File: config.mk
export PLATFORM = sky130hd
export DESIGN_NAME = gpio_regport
export DESIGN_NICKNAME = d
export VERILOG_FILES = /design/src/rtl/gpio_pkg.sv /design/src/rtl/gpio_addr_decode.sv /design/src/rtl/gpio_bitreg.sv /design/src/rtl/gpio_sync.sv /design/src/rtl/gpio_regport.sv
export SDC_FILE = /design/constraint.sdc
export NUM_CORES = 1
export LEC_CHECK = 0
export ABC_AREA = 1
export BUFFER_PORTS_ARGS = -buffer_cell sky130_fd_sc_hd__clkbuf_2
export CORE_MARGIN = 2
export CORE_UTILIZATION = 40
export DETAILED_ROUTE_END_ITERATION = 8
export GPL_TIMING_DRIVEN = 0
export PLACE_DENSITY = 0.68
export SLEW_MARGIN = 0
export SYNTH_ARGS = -nofsm -noshare
export SYNTH_HDL_FRONTEND = slang
export SYNTH_HIERARCHICAL = 1
export SYNTH_SLANG_ARGS = --single-unit
File: constraint.sdc
create_clock -name clk -period 1.85 [get_ports clk]
set_clock_uncertainty 0.2 [all_clocks]
set_input_delay 0.0925 -clock clk [delete_from_list [all_inputs] [get_ports clk]]
set_output_delay 0.0925 -clock clk [all_outputs]
set_load 0.02 [all_outputs]
File: src/rtl/gpio_pkg.sv
package gpio_pkg;

  localparam int unsigned OFS_OUT     = 'h00;
  localparam int unsigned OFS_LEVEL   = 'h04;
  localparam int unsigned OFS_DIR     = 'h08;
  localparam int unsigned OFS_OUT_SET = 'h40;
  localparam int unsigned OFS_OUT_CLR = 'h44;
  localparam int unsigned OFS_DIR_SET = 'h48;
  localparam int unsigned OFS_DIR_CLR = 'h4C;

  typedef enum logic [2:0] {
    SEL_NONE,
    SEL_OUT,
    SEL_LEVEL,
    SEL_DIR,
    SEL_OUT_SET,
    SEL_OUT_CLR,
    SEL_DIR_SET,
    SEL_DIR_CLR
  } reg_sel_e;

endpackage

File: src/rtl/gpio_addr_decode.sv
module gpio_addr_decode
  import gpio_pkg::*;
#(
  parameter int ADDR_W = 8
) (
  input  logic [ADDR_W-1:0] addr,
  output reg_sel_e          sel
);

  always_comb begin
    sel = SEL_NONE;
    if (addr == ADDR_W'(OFS_OUT))          sel = SEL_OUT;
    else if (addr == ADDR_W'(OFS_LEVEL))   sel = SEL_LEVEL;
    else if (addr == ADDR_W'(OFS_DIR))     sel = SEL_DIR;
    else if (addr == ADDR_W'(OFS_OUT_SET)) sel = SEL_OUT_SET;
    else if (addr == ADDR_W'(OFS_OUT_CLR)) sel = SEL_OUT_CLR;
    else if (addr == ADDR_W'(OFS_DIR_SET)) sel = SEL_DIR_SET;
    else if (addr == ADDR_W'(OFS_DIR_CLR)) sel = SEL_DIR_CLR;
  end

endmodule

File: src/rtl/gpio_bitreg.sv
// Control word with a whole-word write and per-bit set/clear strobes.
// Priority: whole write, then set, then clear.
module gpio_bitreg #(
  parameter int          W   = 32,
  parameter logic [W-1:0] RST = '0
) (
  input  logic         clk,
  input  logic         rst_n,
  input  logic         wr_en,
  input  logic         set_en,
  input  logic         clr_en,
  input  logic [W-1:0] wdata,
  output logic [W-1:0] q
);

  logic [W-1:0] nxt;

  always_comb begin
    nxt = q;
    if (wr_en)       nxt = wdata;
    else if (set_en) nxt = q | wdata;
    else if (clr_en) nxt = q & ~wdata;
  end

  always_ff @(posedge clk or negedge rst_n) begin
    if (!rst_n) q <= RST;
    else        q <= nxt;
  end

endmodule

File: src/rtl/gpio_sync.sv
module gpio_sync #(
  parameter int W      = 32,
  parameter int STAGES = 2
) (
  input  logic         clk,
  input  logic         rst_n,
  input  logic [W-1:0] d,
  output logic [W-1:0] q
);

  logic [W-1:0] chain [STAGES];

  for (genvar s = 0; s < STAGES; s++) begin : g_stage
    if (s == 0) begin : g_first
      always_ff @(posedge clk or negedge rst_n) begin
        if (!rst_n) chain[s] <= '0;
        else        chain[s] <= d;
      end
    end else begin : g_next
      always_ff @(posedge clk or negedge rst_n) begin
        if (!rst_n) chain[s] <= '0;
        else        chain[s] <= chain[s-1];
      end
    end
  end

  assign q = chain[STAGES-1];

endmodule

File: src/rtl/gpio_regport.sv
module gpio_regport
  import gpio_pkg::*;
#(
  parameter int W           = 32,
  parameter int ADDR_W      = 8,
  parameter int SYNC_STAGES = 2
) (
  input  logic              clk,
  input  logic              rst_n,
  input  logic              req_valid,
  input  logic              req_write,
  input  logic [ADDR_W-1:0] req_addr,
  input  logic [W-1:0]      req_wdata,
  output logic              rsp_valid,
  output logic [W-1:0]      rsp_rdata,
  input  logic [W-1:0]      pin_in,
  output logic [W-1:0]      pin_out,
  output logic [W-1:0]      pin_oe
);

  reg_sel_e     sel;
  logic         wr, rd;
  logic [W-1:0] out_q, dir_q, level_q;
  logic [W-1:0] rd_mux;

  gpio_addr_decode #(.ADDR_W(ADDR_W)) u_dec (
    .addr (req_addr),
    .sel  (sel)
  );

  assign wr = req_valid &&  req_write;
  assign rd = req_valid && !req_write;

  gpio_bitreg #(.W(W), .RST('0)) u_out (
    .clk    (clk),
    .rst_n  (rst_n),
    .wr_en  (wr && sel == SEL_OUT),
    .set_en (wr && sel == SEL_OUT_SET),
    .clr_en (wr && sel == SEL_OUT_CLR),
    .wdata  (req_wdata),
    .q      (out_q)
  );

  gpio_bitreg #(.W(W), .RST('0)) u_dir (
    .clk    (clk),
    .rst_n  (rst_n),
    .wr_en  (wr && sel == SEL_DIR),
    .set_en (wr && sel == SEL_DIR_SET),
    .clr_en (wr && sel == SEL_DIR_CLR),
    .wdata  (req_wdata),
    .q      (dir_q)
  );

  gpio_sync #(.W(W), .STAGES(SYNC_STAGES)) u_sync (
    .clk   (clk),
    .rst_n (rst_n),
    .d     (pin_in),
    .q     (level_q)
  );

  always_comb begin
    unique case (sel)
      SEL_OUT:   rd_mux = out_q;
      SEL_LEVEL: rd_mux = level_q;
      SEL_DIR:   rd_mux = dir_q;
      default:   rd_mux = '0;
    endcase
  end

  always_ff @(posedge clk or negedge rst_n) begin
    if (!rst_n) begin
      rsp_valid <= 1'b0;
      rsp_rdata <= '0;
    end else begin
      rsp_valid <= rd;
      rsp_rdata <= rd ? rd_mux : '0;
    end
  end

  assign pin_out = out_q;
  assign pin_oe  = dir_q;

endmodule

After elaboration in Yosys (flattened, before gate mapping)
Cells that the tools add are included.
{"block": "totals", "ff_bits": 161, "inputBits": 76, "output_inout_bits": 97}
{"block": "classes", "n_eq_ne": 13, "n_mux": 15, "bitwise_logic": 5, "n_reduce_logical": 12}
{"cell": "2-to-1 mux 32 bit", "count": 7}
{"cell": "one-hot mux 32 bit (3 select lines)", "count": 1}
{"cell": "AND 32 bit", "count": 2}
{"cell": "OR 32 bit", "count": 2}
{"cell": "equality test 8 x 7 -> 1 bit, second input constant", "count": 4}
{"cell": "NOT 32 bit", "count": 1}
{"cell": "2-to-1 mux 3 bit", "count": 7}
{"cell": "equality test 3 bit, second input constant", "count": 4}
{"cell": "equality test 8 x 3 -> 1 bit, second input constant", "count": 1}
{"cell": "equality test 8 x 4 -> 1 bit, second input constant", "count": 1}
{"cell": "logical AND 1 bit", "count": 8}
{"cell": "logical NOT 8 bit", "count": 1}
{"cell": "equality test 3 x 2 -> 1 bit, second input constant", "count": 2}
{"cell": "nonzero test 3 bit", "count": 2}
{"cell": "equality test 3 x 1 -> 1 bit, second input constant", "count": 1}
{"cell": "logical NOT 1 bit", "count": 1}

Logic depth before layout (Yosys ltp)
Gate-level depths: netlist of run 1.
{"block": "logic_depth", "ltp_word": 13, "depth_mapped": 15, "ltp_nobuf": 12}

Hierarchy
Netlist of run 1, hierarchy kept.
{"mod": "gpio_bitreg", "area_per_inst_um2": 1572.8, "instances": 2, "cells_each": 205, "seq_area_each_um2": 800.8}
{"mod": "gpio_regport", "area_per_inst_um2": 1986.9, "instances": 1, "cells_each": 266, "seq_area_each_um2": 825.8}
{"mod": "gpio_sync", "area_per_inst_um2": 1841.8, "instances": 1, "cells_each": 96, "seq_area_each_um2": 1601.5}
{"mod": "gpio_addr_decode", "area_per_inst_um2": 143.9, "instances": 1, "cells_each": 32, "seq_area_each_um2": 0.0}

Worst setup path after synthesis of run 1
OpenSTA, ideal clock, no wires.
{"block": "synth_timing", "path_kind": "input port to flip-flop", "start": "input req_addr[4]", "end": "register with a tool-made name", "path_buffers": 3, "t_required_ns": 1.533, "slack_ns": -0.304, "cell_stages": 14, "arrival_ns": 1.837, "setup_time_ns": 0.117, "path_cell_list": "inv_1 > nand2_2 > nor2_4 > nand2_2 > nand3_1 > buf_4 > inv_2 > buf_2 > nor4_1 > buf_2 > or2_0 > nand2_1 > nand2_1 > nand2_1"}
{"item": "start: declaration", "line": "gpio_regport.sv:12", "source": "input logic [ADDR_W-1:0] req_addr,"}

==> results of run 1 <==
-- cells in the final DEF, fill, tap and decap left out, types with 10 or more instances in the layout --
cell / count
buf_4: 50
buf_6: 10
nand4_1: 65
inv_2: 10
dlygate4sd3_1: 67
nand3_1: 33
inv_1: 37
nand2_1: 326
buf_2: 20
or2_1: 56
clkbuf_16: 19
dfrtp_1: 161
clkbuf_2: 171
-- synthesized netlist by cell type --
| master | count |
|---|---|
| or2_1 | 56 |
| nand4_1 | 65 |
| inv_2 | 8 |
| nand3_1 | 35 |
| nor3_1 | 5 |
| nand2_2 | 6 |
| buf_2 | 27 |
| or2_0 | 4 |
| dfrtp_1 | 161 |
| inv_1 | 40 |
| buf_6 | 10 |
| nand2_4 | 1 |
| nor2_1 | 9 |
| buf_4 | 39 |
| nand2_1 | 328 |
| nor2_4 | 2 |
| nor4_1 | 1 |
| nor2_2 | 3 |
| or2_2 | 4 |
-- worst register-to-register path, delay by kind of cell (launching register included) --
family	cells	cell delay, ps
simple gates	3	260
buf+inv	2	160
flops	1	360
-- report_power, final --
| group | leakage [nW] | switching (mW) | internal, mW |
|---|---|---|---|
| sequential | 2.08 | 0.136 | 3.71 |
| combinational | 3.03 | 0.498 | 0.378 |
| clock | 0.278 | 1.45 | 2.10 |
-- what timing repair did --
item                       in CTS  in global routing
hold endpoints to repair      180                  0
resized for setup               5                 30
setup buffers                   1                 12
hold buffers                   67                  0
cloned                          0                  3
setup endpoints to repair      62                 60
pin swaps                       1                  8
-- cell type report --
type | count | area [sq um]
clock inverter | 11 | 128.9
inverter | 48 | 187.7
clock buffer | 21 | 470.5
timing repair buffer | 256 | 1735
sequential | 161 | 4029
tap | 225 | 281.5
buffer | 74 | 578.1
multi-input combinational | 519 | 2446
fill | 1509 | 7500
-- per-layer routing --
metal | vias up | global-route usage | share of wire
met4 | 0 | 0.06987 | 0.014
li1 | 3046 | - | -
met1 | 2972 | 0.2923 | 0.44
met3 | 24 | 0.05592 | 0.067
met2 | 228 | 0.3690 | 0.48
met5 | - | 0 | 0
-- final timing paths --
| kind | from | to | slack [ps] | depth (start not counted) |
|---|---|---|---|---|
| worst max-delay path | req_addr[1] | flip-flop | 90 | 16 |
| worst min-delay path | rst_n | rsp_valid | 60 | 2 |
| worst max register to register | u_sync/q[12] | rsp_rdata[12] | 770 | 5 |
| worst min register to register | u_sync/chain[38] | u_sync/q[6] | 140 | 0 |
| max in group asynchronous | rst_n | rsp_rdata[11] | 590 | 3 |
| min in group clk | pin_in[18] | u_sync/chain[50] | 110 | 2 |
-- logic make-up after synthesis --
kind of cell | count (synthesis) | synth area share
AND/OR/NAND/NOR | 519 | 0.3327
flip-flops | 161 | 0.5660
buffers and inverters | 124 | 0.1012
-- stage by stage --
| step | util | setup slack, ps | power, mW | TNS, ps |
|---|---|---|---|---|
| 5_1_grt | 0.5679 | -18.97 | 8.614 | -27.12 |
| 3_3_place_gp | 0.4771 | -2397 | 4.636 | -425040 |
| 4_1_cts | 0.5538 | 4.719 | 8.321 | 0 |
| 2_1_floorplan | - | 5.673 | 4.254 | 0 |
| 3_5_place_dp | 0.4792 | -748.2 | 4.660 | -44210 |
| 6_report | 0.5679 | 93.97 | 8.275 | 0 |
==> results.sh, run 1 <==
export IMPL_status="finished, final reports clean"
export IMPL_grt_overflow_total=0
export IMPL_cts_inserted_buffers=17
export IMPL_die_w_microns=137.4
export IMPL_cp_end_kind="flip-flop"
export IMPL_grt_max_degree=82
export IMPL_hpwl_microns=13480
export IMPL_report_final_slew_viol_count=0
export IMPL_crit_family="simple AND/OR/NAND/NOR gates"
export IMPL_drive_above_1_share=0.3018
export IMPL_wire_per_inst_microns=15.74
export IMPL_fin_crit_sh=0.9492
export IMPL_worstSetupPathType="input pin to flip-flop"
export IMPL_drt_first_pass_iters=5
export IMPL_dieArea_sq_um=18880
export IMPL_synth_top_area_cell="dfrtp_1"
export IMPL_peakVddDrop_uv=607.1
export IMPL_grt_util_all_layers=0.2244
export IMPL_hold_violations=0
export IMPL_hp_class="input pin to async pin"
export IMPL_ys_ff_latch=161
export IMPL_antenna_found_initial=0
export IMPL_dieHeight_microns=137.4
export IMPL_cp_required_ps=1960
export IMPL_avgViaCountPerCell=4.768
export IMPL_crit_top_cell="nand2_1"
export IMPL_tightest_slew_ps=678.7
export IMPL_drtIter0Drc=441
export IMPL_yosysWarnings=6
export IMPL_grt_pass1_wl_microns=31890
export IMPL_syn_area_per_cell_sq_um=8.853
export IMPL_ys_types=19
export IMPL_postRouteAntennaNets=0
export IMPL_totalWireLength_microns=20700
export IMPL_start_util=0.4101
export IMPL_grt_pass1_vias=6164
export IMPL_drv_cap=0
export IMPL_syn_inst=804
export IMPL_cts_path_max_buffers=2
export IMPL_io_pins=173
export IMPL_ys_seq_area_frac=0.5660
export IMPL_arrival_ps=1870
export IMPL_setup_viol=0
export IMPL_cp_cell_sequence="clkbuf_2, inv_2, nand2_4, nor2_1, nand2_2, nand3_2, buf_6, inv_8, nor4_4, buf_4, nor2_2, nand2_4, buf_4, nand2_1, nand2_1, nand2_1"
export IMPL_syn_to_final_growth_pct=38.48
export IMPL_rows=48
export IMPL_leakagePower_nw=5.390
export IMPL_synthesis_nets=880
export IMPL_gp_congestion=0.7653
export IMPL_h_tree_depth=4
export IMPL_hold_slack_ps=60.56
export IMPL_layoutNonFillerInstCount=1315
export IMPL_synth_area_leaders="dfrtp_1 57%, nand2_1 17%, nand4_1 5.7%"
export IMPL_clkSinkCount=161
export IMPL_root_buffer="clkbuf_16"
export IMPL_cts_tree="yes"
export IMPL_vias=6270
export IMPL_crit_fanout=16
export IMPL_crit_buf_inv=6
export IMPL_nets=1153
export IMPL_crit_slowest_cell="nor4_4"
export IMPL_slowest_delay_ps=200
export IMPL_clk_latency_ps=420
export IMPL_io_buffers=172
export IMPL_diodes=0
export IMPL_drc_errors=0
export IMPL_placed_cell_area_sq_um=8317
export IMPL_relSlewSlack=0.5475
export IMPL_synth_top_area_frac=0.5660
export IMPL_dp_cells=1202
export IMPL_finalInstanceArea_sq_um=9857
export IMPL_final_min_clock_period_ps=1756
export IMPL_powerDensity_nw_per_um2=839.5
export IMPL_fmax_mhz=569.5
export IMPL_path_clk_slew_ps=60
export IMPL_core_area_sq_um=17360
export IMPL_startpoint_type="input pin"
export IMPL_synthesis_area_sq_um=7118
(Power assumes the default switching activity.)
==> inputs of run 2 (changes only) <==
==> constraint.sdc (replaced) <==
create_clock -name clk -period 1.9 [get_ports clk]
set_clock_uncertainty 0.2 [all_clocks]
set_input_delay 0.095 -clock clk [delete_from_list [all_inputs] [get_ports clk]]
set_output_delay 0.095 -clock clk [all_outputs]
set_load 0.02 [all_outputs]
==> run 2 against run 1 <==
Against the previous run:
- first-iteration DRC count is 10% lower
- power is 2.8% lower
- non-clock buffer count is 8 lower
- critical path depth stayed put
- sequential share of layout area is 0.65 points higher
- hold slack hardly changed
- final cell count is 0.61% lower
- core utilization is 0.89 points lower
- routed wire length is 1.3% lower
- count of clock-buffer cells in the layout stayed put
- largest power group unchanged
==> results.sh, run 2 (synthesized netlist as in run 1, its figures left out) <==
export IMPL_hp_class="input pin to async pin"
export IMPL_r2r_start="u_sync/q[21]"
export IMPL_die_w_microns=137.4
export IMPL_swShare=0.2515
export IMPL_tightest_slew_ps=673.6
export IMPL_p_sw_mw=2.024
export IMPL_antenna_found_initial=0
export IMPL_dieArea_sq_um=18880
export IMPL_nets=1145
export IMPL_cp_cell_sequence="clkbuf_2, inv_1, nand2_2, nor2_4, nand2_1, nand3_1, buf_6, inv_4, nor4_4, buf_4, nor2_2, nand2_4, clkbuf_4, nand2_1, nand2_1, nand2_1"
export IMPL_status="finished, final reports clean"
export IMPL_root_buffer="clkbuf_16"
export IMPL_startpoint_type="input pin"
export IMPL_fin_setup_tns_ps=0
export IMPL_p_clk_frac=0.430
export IMPL_crit_top_cell="nand2_1"
export IMPL_rows=48
export IMPL_grt_overflow_total=0
export IMPL_internal_power_mw=6.023
export IMPL_hold_violations=0
export IMPL_hpwl_microns=13480
export IMPL_cp_num_cells=16
export IMPL_postLayoutCoreUtil=0.5590
export IMPL_peakVddDrop_uv=594.7
export IMPL_grt_util_all_layers=0.2244
export IMPL_clk_latency_ps=420
export IMPL_h_tree_depth=4
export IMPL_drive_above_1_share=0.2911
export IMPL_cp_end_kind="flip-flop"
export IMPL_diodes=0
export IMPL_dieHeight_microns=137.4
export IMPL_final_common_cell="nand2_1"
export IMPL_gp_congestion=0.7653
export IMPL_core_area_sq_um=17360
export IMPL_crit_slowest_cell="nor4_4"
export IMPL_slowest_delay_ps=210
export IMPL_postRouteAntennaNets=0
export IMPL_arrival_ps=1880
export IMPL_report_final_slew_viol_count=0
export IMPL_timing_rr_end="rsp_rdata[21]"
export IMPL_drtIter0Drc=396
export IMPL_fmax_mhz=566.5
export IMPL_leakagePower_nw=5.312
export IMPL_start_util=0.4101
export IMPL_layoutNonFillerInstCount=1307
export IMPL_syn_to_final_growth_pct=36.32
export IMPL_clkSinkCount=161
export IMPL_avgViaCountPerCell=4.731
export IMPL_final_cell_mix="328 x nand2_1, 171 x clkbuf_2, 161 x dfrtp_1"
export IMPL_drt_first_pass_iters=5
export IMPL_wire_per_inst_microns=15.64
export IMPL_cts_path_max_buffers=2
export IMPL_drc_errors=0
export IMPL_crit_buf_inv=6
export IMPL_crit_path_start="req_addr[4]"
export IMPL_io_buffers=172
export IMPL_cts_tree="yes"
export IMPL_grt_max_degree=82
export IMPL_cts_inserted_buffers=17
export IMPL_crit_fanout=16
export IMPL_reg2reg_depth=5
export IMPL_pwr_share_seq=0.465
export IMPL_relSlewSlack=0.5510
export IMPL_fin_crit_sh=0.9291
export IMPL_dp_cells=1202
export IMPL_final_min_clock_period_ps=1765
export IMPL_io_pins=173
export IMPL_worstSetupPathType="input pin to flip-flop"
export IMPL_pwr_share_comb=0.105
export IMPL_r2r_slack_ps=830
export IMPL_hold_slack_ps=61.02
export IMPL_powerDensity_nw_per_um2=829.3
export IMPL_crit_family="simple AND/OR/NAND/NOR gates"
export IMPL_vias=6184
export IMPL_cp_required_ps=2010
export IMPL_path_clk_slew_ps=60
export IMPL_grt_pass1_vias=6164
export IMPL_drv_cap=0
export IMPL_finalInstanceArea_sq_um=9703
export IMPL_grt_pass1_wl_microns=31890
export IMPL_placed_cell_area_sq_um=8317
export IMPL_totalWireLength_microns=20440
export IMPL_setup_viol=0
run 2: changes by cell type in the layout (fill, tap and decap cells not counted), moves of 2 or more:
cell,previous run,this run
buf_12,2,0
buf_2,20,22
buf_4,50,45
clkbuf_16,19,17
inv_1,37,39
inv_2,10,8
nand2_1,326,328
nand3_1,33,35
nand3_2,2,0
run 2: worst min-delay path by stage:
| stage | start | to | slack [ps] | cells after the start |
|---|---|---|---|---|
| detailed placement | rst_n | rsp_rdata[23] | -20 | 1 |
| CTS | rst_n | rsp_valid | 80 | 2 |
| floorplan | rst_n | rsp_rdata[0] | -400 | 0 |
| global route | rst_n | rsp_rdata[27] | 100 | 2 |
| global placement | pin_in[31] | u_sync/chain[63] | 4 | 1 |
| finish | rst_n | rsp_valid | 60 | 2 |
run 2: per-stage QoR:
stage	worst slack, ps	total power, mW
2_1_floorplan	53.17	4.143
3_3_place_gp	-2350	4.514
3_5_place_dp	-700.7	4.538
4_1_cts	8.168	8.102
5_1_grt	-4.498	8.378
6_report	134.6	8.046
run 2: timing repair:
action                                  CTS  global route
cloned                                    0             1
endpoints found under the hold margin   180             0
endpoints found under the setup margin   62            61
setup buffers                             1             6
gates resized for setup                   4            16
pin swaps                                 1             2
hold buffers                             67             0
run 2: area by class of cell:
class / count / area [sq um]
well taps: 225 / 281.5
multi-input cells: 519 / 2426
clock inverters: 11 / 128.9
fillers: 1528 / 7654
inverters: 48 / 182.7
flip-flops and latches: 161 / 4029
clock buffers: 21 / 470.5
repair buffers: 248 / 1628
plain buffers: 74 / 556.8
run 2: layer usage:
metal | GRT usage | vias up | share of wire
met5 | 0 | - | 0
met4 | 0.06987 | 0 | 0.012
met3 | 0.05592 | 20 | 0.063
met2 | 0.3690 | 199 | 0.48
met1 | 0.2923 | 2943 | 0.45
li1 | - | 3022 | -
run 2: power by group through the flow:
stage	clock network, mW	logic (mW)	registers, mW
final	3.46	0.844	3.74
after global routing	3.68	0.928	3.77
after CTS	3.51	0.847	3.74
after detailed placement	0	0.732	3.81
after global placement	0	0.710	3.80
after floorplan	0	0.230	3.91
==> inputs of run 3 (changes only) <==
--- a/config.mk
+++ b/config.mk
@@ -12,6 +12,7 @@
 export DETAILED_ROUTE_END_ITERATION = 8
 export GPL_TIMING_DRIVEN = 0
 export PLACE_DENSITY = 0.68
+export RECOVER_POWER = 25
 export SLEW_MARGIN = 0
 export SYNTH_ARGS = -nofsm -noshare
 export SYNTH_HDL_FRONTEND = slang
==> run 3 against run 2 <==
Against the previous run:
- core utilization is 0.065 points lower
- routed wire length hardly changed
- worst setup slack hardly changed
- largest power group unchanged
==> results.sh, run 3 (synthesized netlist as in run 1, its figures left out) <==
export IMPL_final_cell_mix="328 x nand2_1, 167 x clkbuf_2, 161 x dfrtp_1"
export IMPL_final_min_clock_period_ps=1766
export IMPL_fin_crit_sh=0.9294
export IMPL_grt_pass1_wl_microns=31890
export IMPL_fmax_mhz=566.3
export IMPL_final_common_cell="nand2_1"
export IMPL_cp_cell_sequence="clkbuf_2, inv_1, nand2_2, nor2_4, nand2_1, nand3_1, buf_6, inv_4, nor4_4, buf_4, nor2_2, nand2_4, clkbuf_4, nand2_1, nand2_1, nand2_1"
export IMPL_powerDensity_nw_per_um2=829.9
export IMPL_hold_violations=0
export IMPL_cts_path_max_buffers=2
export IMPL_status="finished, final reports clean"
export IMPL_drc_errors=0
export IMPL_cp_required_ps=2010
export IMPL_cp_end_kind="flip-flop"
export IMPL_io_pins=173
export IMPL_dr_wl_met2_microns=9716
export IMPL_peakVddDrop_uv=594.4
export IMPL_multi_input_area_sq_um=2426
export IMPL_avgViaCountPerCell=4.731
export IMPL_grt_max_degree=82
export IMPL_slowest_delay_ps=210
export IMPL_grt_util_all_layers=0.2244
export IMPL_vias=6184
export IMPL_h_tree_depth=4
export IMPL_dr_wl_met3_microns=1296
export IMPL_clkSinkCount=161
export IMPL_layoutNonFillerInstCount=1307
export IMPL_dieHeight_microns=137.4
export IMPL_grt_pass1_vias=6164
export IMPL_path_clk_slew_ps=70
export IMPL_nets=1145
export IMPL_fin_setup_tns_ps=0
export IMPL_cts_tree="yes"
export IMPL_m1WireLength_microns=9164
export IMPL_worstSetupPathType="input pin to flip-flop"
export IMPL_report_final_slew_viol_count=0
export IMPL_postRouteAntennaNets=0
export IMPL_gp_congestion=0.7653
export IMPL_totalWireLength_microns=20430
export IMPL_grt_overflow_total=0
export IMPL_drv_cap=0
export IMPL_crit_slowest_cell="nor4_4"
export IMPL_postLayoutCoreUtil=0.5584
export IMPL_hpwl_microns=13480
export IMPL_crit_family="simple AND/OR/NAND/NOR gates"
export IMPL_drive_above_1_share=0.2874
export IMPL_dp_cells=1202
export IMPL_dieArea_sq_um=18880
export IMPL_diodes=0
export IMPL_start_util=0.4101
export IMPL_fillers=1530
export IMPL_maxUsedRoutingLayer="met4"
export IMPL_setup_viol=0
export IMPL_clk_latency_ps=420
export IMPL_cts_inserted_buffers=17
export IMPL_regArea_sq_um=4029
export IMPL_drt_first_pass_iters=5
export IMPL_rows=48
export IMPL_io_buffers=172
export IMPL_drtIter0Drc=400
export IMPL_antenna_found_initial=0
export IMPL_die_w_microns=137.4
export IMPL_arrival_ps=1880
export IMPL_startpoint_type="input pin"
export IMPL_hp_class="input pin to flip-flop"
export IMPL_tightest_slew_ps=1145
export IMPL_root_buffer="clkbuf_16"
export IMPL_crit_top_cell="nand2_1"
export IMPL_core_area_sq_um=17360
export IMPL_syn_to_final_growth_pct=36.16
export IMPL_crit_fanout=16
export IMPL_relSlewSlack=0.2364
export IMPL_leakagePower_nw=5.297
export IMPL_crit_buf_inv=6
export IMPL_wire_per_inst_microns=15.63
[run 3: cell count changes in the layout (fill, tap and decap cells not counted)]
cell	before	now
buf_1	0	1
clkbuf_1	1	4
clkbuf_2	171	167
clkbuf_4	2	3
clkbuf_8	4	3
[run 3: routing by layer]
metal | vias to the layer above | global-route usage
met2 | 203 | 0.3690
met3 | 20 | 0.05592
met5 | - | 0
li1 | 3021 | -
met4 | 0 | 0.06987
met1 | 2940 | 0.2923
[run 3: path summary, 6_finish.rpt]
kind	startpoint	depth (start not counted)	slack (ps)	to
min in group asynchronous	rst_n	2	250	rsp_valid
max in group asynchronous	rst_n	3	310	rsp_rdata[11]
hold reg to reg	u_sync/chain[38]	0	140	u_sync/q[6]
setup / recovery	req_addr[4]	16	130	flip-flop
hold / removal	pin_in[18]	2	110	u_sync/chain[50]
setup reg to reg	u_sync/q[21]	5	830	rsp_rdata[21]
[run 3: cell type report]
type	instances	area share
repair buffers	248	0.1668
plain buffers	74	0.05745
clock inverters	11	0.01330
inverters	48	0.01885
multi-input cells	519	0.2503
well taps	225	0.02905
clock buffers	21	0.04854
flip-flops and latches	161	0.4157
[run 3: through the flow]
step | power [mW] | cell area, sq um | setup slack (ps) | hold slack (ps)
4_1_cts | 8.102 | 9609 | 8.168 | 84.99
5_1_grt | 8.376 | 9692 | -4.498 | 96.83
6_report | 8.043 | 9692 | 134.2 | 108.8
3_5_place_dp | 4.538 | 8317 | -700.7 | -18.08
2_1_floorplan | 4.143 | 7138 | 53.17 | -400.6
3_3_place_gp | 4.514 | 8280 | -2350 | 3.715
[run 3: power breakdown]
group | switching, mW | leakage [nW] | internal (mW)
sequential | 0.132 | 2.08 | 3.61
combinational | 0.482 | 2.94 | 0.360
clock | 1.41 | 0.278 | 2.05
[run 3: repair_timing]
action	in CTS	in global routing
gates cloned	0	1
resized for setup	4	16
setup endpoints to repair	62	61
hold buffers	67	0
setup buffers	1	6
pin swaps	1	2
endpoints found under the hold margin	180	0
